<file path="config.mk">
export PLATFORM = sky130hd
export DESIGN_NAME = clkmon_alarm_stat
export DESIGN_NICKNAME = d
export VERILOG_FILES = /design/src/rtl/clkmon_alarm_pkg.sv /design/src/rtl/clkmon_rst_sync.sv /design/src/rtl/clkmon_hold_timer.sv /design/src/rtl/clkmon_plk_flag.sv /design/src/rtl/clkmon_alarm_stat.sv
export SDC_FILE = /design/constraint.sdc
export NUM_CORES = 1
export LEC_CHECK = 0
export ABC_AREA = 1
export BUFFER_PORTS_ARGS = -buffer_cell sky130_fd_sc_hd__buf_2
export CORE_ASPECT_RATIO = 1.4
export CORE_MARGIN = 2
export CORE_UTILIZATION = 58
export DETAILED_ROUTE_END_ITERATION = 7
export HOLD_SLACK_MARGIN = 0.06
export PLACE_DENSITY = 0.95
export REMOVE_ABC_BUFFERS = 1
export SYNTH_ARGS = -nofsm -noshare
export SYNTH_HDL_FRONTEND = slang
export SYNTH_HIERARCHICAL = 1
export SYNTH_SLANG_ARGS = --single-unit
</file>
<file path="constraint.sdc">
create_clock -name clk -period 1.06 [get_ports clk]
set_input_delay 0.053 -clock clk [delete_from_list [all_inputs] [get_ports clk]]
set_output_delay 0.053 -clock clk [all_outputs]
set_load 0.1 [all_outputs]
</file>
<file path="src/rtl/clkmon_alarm_pkg.sv">
package clkmon_alarm_pkg;
  localparam int unsigned STAT_W     = 8;
  localparam int unsigned CNT_W      = 6;
  localparam int unsigned SCALE_W    = 2;
  localparam int unsigned LIM_W      = CNT_W + SCALE_W;
  localparam int unsigned POS_PLK    = 0;
  localparam int unsigned POS_FREQ   = 1;
  localparam int unsigned POS_NOACT  = 2;
  localparam int unsigned NUM_LEVEL  = 2;

  function automatic logic [LIM_W-1:0] tmo_limit(input logic [CNT_W-1:0] cnt,
                                                 input logic [SCALE_W-1:0] scl);
    return LIM_W'(cnt) * LIM_W'(scl);
  endfunction
endpackage

</file>
<file path="src/rtl/clkmon_rst_sync.sv">
module clkmon_rst_sync #(
  parameter int unsigned STAGES = 2
) (
  input  logic clk,
  input  logic rst_n,
  output logic rst_n_sync
);
  logic [STAGES-1:0] sync_q;

  always_ff @(posedge clk or negedge rst_n) begin
    if (!rst_n) sync_q <= '0;
    else        sync_q <= {sync_q[STAGES-2:0], 1'b1};
  end

  assign rst_n_sync = sync_q[STAGES-1];
endmodule

</file>
<file path="src/rtl/clkmon_hold_timer.sv">
module clkmon_hold_timer #(
  parameter int unsigned LIM_W = 8
) (
  input  logic             clk,
  input  logic             rst_n,
  input  logic             start,
  input  logic             run,
  input  logic             tick,
  input  logic [LIM_W-1:0] limit,
  output logic             expire
);
  logic [LIM_W-1:0] cnt_q, cnt_d;
  logic [LIM_W:0]   cnt_inc;
  logic             hit;

  always_comb begin
    cnt_inc = {1'b0, cnt_q} + {{LIM_W{1'b0}}, 1'b1};
    hit     = (cnt_inc >= {1'b0, limit});
    expire  = run && tick && hit;
    cnt_d   = cnt_q;
    if (start)
      cnt_d = '0;
    else if (run && tick)
      cnt_d = hit ? '0 : cnt_inc[LIM_W-1:0];
  end

  always_ff @(posedge clk or negedge rst_n) begin
    if (!rst_n) cnt_q <= '0;
    else        cnt_q <= cnt_d;
  end


  tmr_hold_chk: assert property (@(posedge clk) disable iff (!rst_n)
    (!start && !tick) |=> $stable(cnt_q));


  tmr_restart_chk: assert property (@(posedge clk) disable iff (!rst_n)
    start |=> (cnt_q == '0));
endmodule

</file>
<file path="src/rtl/clkmon_plk_flag.sv">
module clkmon_plk_flag
  import clkmon_alarm_pkg::*;
(
  input  logic               clk,
  input  logic               rst_n,
  input  logic               set_evt,
  input  logic               wr_one,
  input  logic               auto_mode,
  input  logic               tick,
  input  logic [CNT_W-1:0]   tmo_cnt,
  input  logic [SCALE_W-1:0] tmo_scl,
  output logic               flag
);
  logic             flag_q, flag_d;
  logic             tmo_expire;
  logic             clr_sw, clr_auto;
  logic [LIM_W-1:0] limit;

  assign limit = tmo_limit(tmo_cnt, tmo_scl);

  clkmon_hold_timer #(.LIM_W(LIM_W)) u_timer (
    .clk    (clk),
    .rst_n  (rst_n),
    .start  (set_evt),
    .run    (flag_q && auto_mode),
    .tick   (tick),
    .limit  (limit),
    .expire (tmo_expire)
  );

  always_comb begin
    clr_sw   = !auto_mode && wr_one;
    clr_auto = auto_mode && tmo_expire;
    flag_d   = flag_q;
    if (set_evt)
      flag_d = 1'b1;
    else if (clr_sw || clr_auto)
      flag_d = 1'b0;
  end

  always_ff @(posedge clk or negedge rst_n) begin
    if (!rst_n) flag_q <= 1'b0;
    else        flag_q <= flag_d;
  end

  assign flag = flag_q;


  plk_set_chk: assert property (@(posedge clk) disable iff (!rst_n)
    set_evt |=> flag);


  plk_fall_chk: assert property (@(posedge clk) disable iff (!rst_n)
    $fell(flag) |-> ($past(!auto_mode && wr_one) || $past(auto_mode && tick)));


  plk_nofall_evt_chk: assert property (@(posedge clk) disable iff (!rst_n)
    $fell(flag) |-> !$past(set_evt));
endmodule

</file>
<file path="src/rtl/clkmon_alarm_stat.sv">
module clkmon_alarm_stat
  import clkmon_alarm_pkg::*;
(
  input  logic               clk,
  input  logic               rst_n,
  input  logic               bus_rd,
  input  logic               bus_wr,
  input  logic [STAT_W-1:0]  bus_wdata,
  output logic [STAT_W-1:0]  bus_rdata,
  input  logic               sec_tick,
  input  logic               ptmo_auto,
  input  logic [CNT_W-1:0]   ptmo_count,
  input  logic [SCALE_W-1:0] ptmo_scale,
  input  logic               det_noact,
  input  logic               det_freq_hard,
  input  logic               det_plk_event
);
  logic                 rst_n_s;
  logic [NUM_LEVEL-1:0] lvl_in, lvl_q;
  logic                 plk_q;
  logic [STAT_W-1:0]    status;
  logic [STAT_W-1:0]    rdata_q, rdata_d;

  clkmon_rst_sync #(.STAGES(2)) u_rst_sync (
    .clk        (clk),
    .rst_n      (rst_n),
    .rst_n_sync (rst_n_s)
  );

  assign lvl_in = {det_noact, det_freq_hard};

  for (genvar g = 0; g < NUM_LEVEL; g++) begin : g_level
    always_ff @(posedge clk or negedge rst_n_s) begin
      if (!rst_n_s) lvl_q[g] <= 1'b1;
      else          lvl_q[g] <= lvl_in[g];
    end
  end

  clkmon_plk_flag u_plk (
    .clk       (clk),
    .rst_n     (rst_n_s),
    .set_evt   (det_plk_event),
    .wr_one    (bus_wr && bus_wdata[POS_PLK]),
    .auto_mode (ptmo_auto),
    .tick      (sec_tick),
    .tmo_cnt   (ptmo_count),
    .tmo_scl   (ptmo_scale),
    .flag      (plk_q)
  );

  always_comb begin
    status            = '0;
    status[POS_PLK]   = plk_q;
    status[POS_FREQ]  = lvl_q[0];
    status[POS_NOACT] = lvl_q[1];
    rdata_d           = bus_rd ? status : rdata_q;
  end

  always_ff @(posedge clk or negedge rst_n_s) begin
    if (!rst_n_s) rdata_q <= '0;
    else          rdata_q <= rdata_d;
  end

  assign bus_rdata = rdata_q;


  rsvd_zero_chk: assert property (@(posedge clk) disable iff (!rst_n_s)
    bus_rdata[STAT_W-1:POS_NOACT+1] == '0);


  rdata_hold_chk: assert property (@(posedge clk) disable iff (!rst_n_s)
    !bus_rd |=> $stable(bus_rdata));
endmodule

</file>
Yosys cells after proc, flatten, opt, wreduce, memory -nomap -nowiden --
Cells that the tools add are included.
Storage, ports and cells: register bits after elaboration 16, input bits 25, output and inout port bits 8, word-level logic and storage cells 24
Cells by class: add/subtract/negate cells 1, multiply operators 1, magnitude comparators 1, muxes and demuxes 5, reductions and logical operators 10
Operators by type and width (count):
- 8-bit 2-to-1 mux | 3
- 8-bit by 1-bit adder with 9-bit output (second input constant) | 1
- 9-bit by 8-bit greater-or-equal comparator with 1-bit output | 1
- 6-bit by 2-bit multiplier with 8-bit output | 1
- 1-bit logical AND | 6
- 2-bit nonzero test | 2
- 1-bit 2-to-1 mux | 2
- 1-bit logical NOT | 1
- 1-bit logical OR | 1

Logic depth before layout (Yosys ltp) --
depth after elaboration 7, gate-level depth with buffers 19, depth with buffers taken out 19

Hierarchy --
Netlist, hierarchy kept.
Modules (own cells, without submodules):
- clkmon_hold_timer | instances 1, cells each 115, area an instance 760.7 um^2, sequential area each 200.2 um^2
- clkmon_plk_flag | instances 1, cells each 67, area an instance 374.1 um^2, sequential area each 25.0 um^2
- clkmon_alarm_stat | instances 1, cells each 23, area an instance 214.0 um^2, sequential area each 127.6 um^2
- clkmon_rst_sync | instances 1, cells each 3, area an instance 53.8 um^2, sequential area each 50.0 um^2

Worst setup path before layout --
Ideal clock, no wire load.
path type reg2reg, from register u_plk.u_timer.cnt_q[0], to register u_plk.flag_q (netlist: u_plk/flag), library setup time 0.120 ns, data arrival time 2.154 ns, path slack -1.214 ns, stages on the path, launching flop included 16, buffers on the path 0, clock period less this slack 2.274 ns, cell sequence dfrtp_1 -> ha_1 -> nand3_2 -> xor2_1 -> inv_1 -> ha_1 -> nand2_1 -> nor2_1 -> nand2_1 -> nand3_1 -> nand2_1 -> nand2_1 -> nand2_1 -> a21oi_1 -> nand2_1 -> a31o_2
On the way: cells in the longest elaborated chain, start to end 6
Ends and longest elaborated chain:
- from (decl) | RTL line clkmon_hold_timer.sv:12 | logic [LIM_W-1:0] cnt_q, cnt_d;
- from (signal assigned) | RTL line clkmon_hold_timer.sv:29 | else cnt_q <= cnt_d;
- 8-bit by 1-bit adder with 9-bit output | RTL line clkmon_hold_timer.sv:17 | cnt_inc = {1'b0, cnt_q} + {{LIM_W{1'b0}}, 1'b1};
- 9-bit by 8-bit greater-or-equal comparator with 1-bit output | RTL line clkmon_hold_timer.sv:18 | hit = (cnt_inc >= {1'b0, limit});
- 1-bit logical AND | RTL line clkmon_hold_timer.sv:19 | expire = run && tick && hit;
- named net u_plk.tmo_expire | RTL line clkmon_plk_flag.sv:15 | logic tmo_expire;
- 1-bit logical AND | RTL line clkmon_plk_flag.sv:33 | clr_auto = auto_mode && tmo_expire;
- 1-bit logical OR | RTL line clkmon_plk_flag.sv:37 | else if (clr_sw || clr_auto)
- 2-bit nonzero test (no line)
- to (signal assigned) | RTL line clkmon_plk_flag.sv:43 | else flag_q <= flag_d;
- to (decl) | RTL line clkmon_plk_flag.sv:14 | logic flag_q, flag_d;
The timed path passes the listed nets, and every way through them passes these cells. A chain may end at the register's enable or synchronous reset.

Final worst setup path --
from register u_plk.u_timer.cnt_q[1], to register u_plk.flag_q (netlist: u_plk/flag)
Same word-level chain as after synthesis.

==> out/results.txt <==
Seq/Total Area, Yosys: 0.287
Top cell type's share of synthesized area: 0.250
Buffers added on ports: 20
Post-DP HPWL: 2770 um
Max IR drop VDD: 820 uV
Placed cells: 282
YS warnings: 6
Area delta synth->final: 47.7%
Fin crit share: 2.16
Clock slew at reported path FFs: 0.10 ns
Clock H-tree levels: 1
1st-iter DRT viols: 77
Starting Density: 0.600
Nature of the critical path startpoint: register
Die Area: 2830 um^2
Most frequent cells in the layout: 71 x nand2_1, 44 x inv_1, 36 x buf_4
Final Max Tran Viols: 0
Vias in the first global route: 1636
RSZ-0062 raised after global routing: true
Clock skew: 0.00339 ns
Gr ovfl total: 0
Layout net count: 314
Crit path capture type: register
Largest cells by area after synthesis: dfrtp_1 25%, nand2_1 20%, ha_1 12%
ANT cells: 0
Maxcap violations: 0
# rows: 21
Die height: 62.2 um
Routed WL per cell: 16.8 um
Clk_lat worst skew: 0.31 ns
Worst path max stage delay: 0.40 ns
Routability cong.: 0.791
Syn_area_per_cell: 6.74 um^2
Largest area contributor in the netlist: dfrtp_1
Hold WC Path Type: in -> reg
First-pass GRT wire length: 6540 um
Crit-path cells: ha_2 > nand3_4 > xor2_2 > inv_2 > ha_4 > nand2_4 > inv_1 > nand2_1 > nand3_1 > nand2_1 > nand2_1 > nand2_2 > a21oi_2 > nand2_1 > a31o_2
Distinct cell type count after synthesis: 25
Place WS: -1.42 ns
Final Hold Fails: 0
CTS Buffer Depth: 2
Core Footprint: 2340 um^2
Setup CP Type: reg -> reg
Die Width: 45.6 um
Slowest-stage cell, CP: dfrtp_1
Critical path arrival: 2.50 ns
CTS root buf: clkbuf_4
Final wirelength: 4960 um
Setup ws final: -1.23 ns
Final setup violation count: 9
Routed Antenna Nets: 0
Initial antenna violation count: 0
Cell Pwr Density: 857 nW/um^2
Most common cell after layout, fill and taps aside: nand2_1
Via count: 1636
Vias/cell: 5.53
Syn Inst Count: 208
WP data required: 1.27 ns
Ports: 33
Final routed DRC violation total: 0
Maximum net fanout on the critical path: 2
#FFs+latches synth: 16
Outcome: complete, but fails checks
Number of cells in the finished layout apart from fillers: 296
Highest achievable clock rate: 0.437 GHz
Leak: 1.22 nW
Min Clock Period, post-route: 2.29 ns
CP most frequent cell: nand2_1
First-pass DRT Iterations: 6
Failing checks: setup timing
Layout cells sized above 1: 0.359
Number of buffers created by CTS: 3
CTS tree: done
Largest net degree at the start of global routing: 10
Mapped Area: 1400 um^2
Clk sinks: 16
GRT Util Overall: 0.318
Hold slack: 0.0827 ns
-- report_power, final --
| part | internal, mW | switching (mW) | total (mW) |
|---|---|---|---|
| registers | 0.638 | 0.0281 | 0.666 |
| clock network | 0.210 | 0.219 | 0.429 |
| logic | 0.253 | 0.427 | 0.680 |
| total | 1.10 | 0.675 | 1.78 |
-- final cells by class --
cell class                 instances  area (um^2)
clock buffer                       4         36.3
fill                             112          267
inverter                          47          176
multi-input combinational        143          936
sequential                        16          404
tap                               23         28.8
timing repair buffer              63          490
-- flip-flops by register name, summed over array words and instances, names as in the netlist --
name	flops
bus_rdata	3
lvl_q	2
u_plk/flag	1
u_plk/u_timer/cnt_q	8
u_rst_sync/sync_q	2
-- kinds of logic after synthesis --
family | after synthesis | share of synthesized area
simple gates | 107 | 0.327
flops | 16 | 0.287
xor+xnor | 6 | 0.0375
other cells | 2 | 0.00535
buf+inv | 53 | 0.161
compound gates | 9 | 0.0428
fa+ha+maj | 15 | 0.139
-- metrics by stage --
stage	utilization	instance area [um^2]	setup TNS [ns]	power, mW
floorplan	-	1370	-8.95	1.02
global placement	0.766	1790	-10.12	1.21
detailed placement	0.766	1790	-11.53	1.23
CTS	0.848	1980	-9.65	1.68
global route	0.886	2070	-12.03	1.85
finish	0.886	2070	-10.82	1.78
-- repair_timing --
item	4_1_cts	5_1_grt
hold buffers	6	0
buffers inserted	3	2
setup endpoints to repair	9	9
endpoints found under the hold margin	8	0
gates resized for setup	13	18
pin swaps	2	14
-- per-layer routing --
layer,global-route usage,up-vias,part of all wire
li1,-,736,-
met2,0.623,77,0.55
met1,0.275,779,0.33
met5,0,-,0
met3,0.0320,44,0.046
met4,0.180,0,0.067
-- worst max-delay path: cells and delay by family, from the launching register on --
kind | cells | cell delay (ns)
AOI/OAI and AO/OA | 2 | 0.36
buffers and inverters | 2 | 0.13
DFF | 1 | 0.40
and+or+nand+nor | 8 | 0.60
xor gates and xnor gates | 1 | 0.20
adders and majority gates | 2 | 0.50
-- cells in the mapped netlist --
| master | n |
|---|---|
| xor2_1 | 3 |
| buf_6 | 1 |
| fa_1 | 1 |
| a31o_2 | 1 |
| nor2_4 | 1 |
| xnor2_1 | 3 |
| nand2_2 | 2 |
| ha_1 | 14 |
| inv_2 | 1 |
| dfrtp_1 | 14 |
| nand4_1 | 1 |
| a31oi_2 | 1 |
| nand3b_1 | 1 |
| nor2_1 | 12 |
| nand3_1 | 12 |
| or2_2 | 1 |
| conb_1 | 2 |
| nand2_1 | 73 |
| inv_1 | 46 |
| o21ai_2 | 1 |
| dfstp_2 | 2 |
| nand3_2 | 3 |
| a21oi_1 | 6 |
| buf_4 | 5 |
| nor2_2 | 1 |
-- path summary, 6_finish.rpt --
path                                        start  depth (start not counted)                endpoint  slack (ns)
setup / recovery           u_plk/u_timer/cnt_q[1]                         15              u_plk/flag       -1.23
hold / removal                          ptmo_auto                          3              u_plk/flag        0.08
setup reg to reg           u_plk/u_timer/cnt_q[1]                         15              u_plk/flag       -1.23
hold reg to reg              u_rst_sync/sync_q[1]                          0  u_plk/u_timer/cnt_q[0]        0.13
max in group asynchronous                   rst_n                          3    u_rst_sync/sync_q[0]        0.30
min in group asynchronous                   rst_n                          2    u_rst_sync/sync_q[1]        0.10
Power figures use the tool's default switching activity.
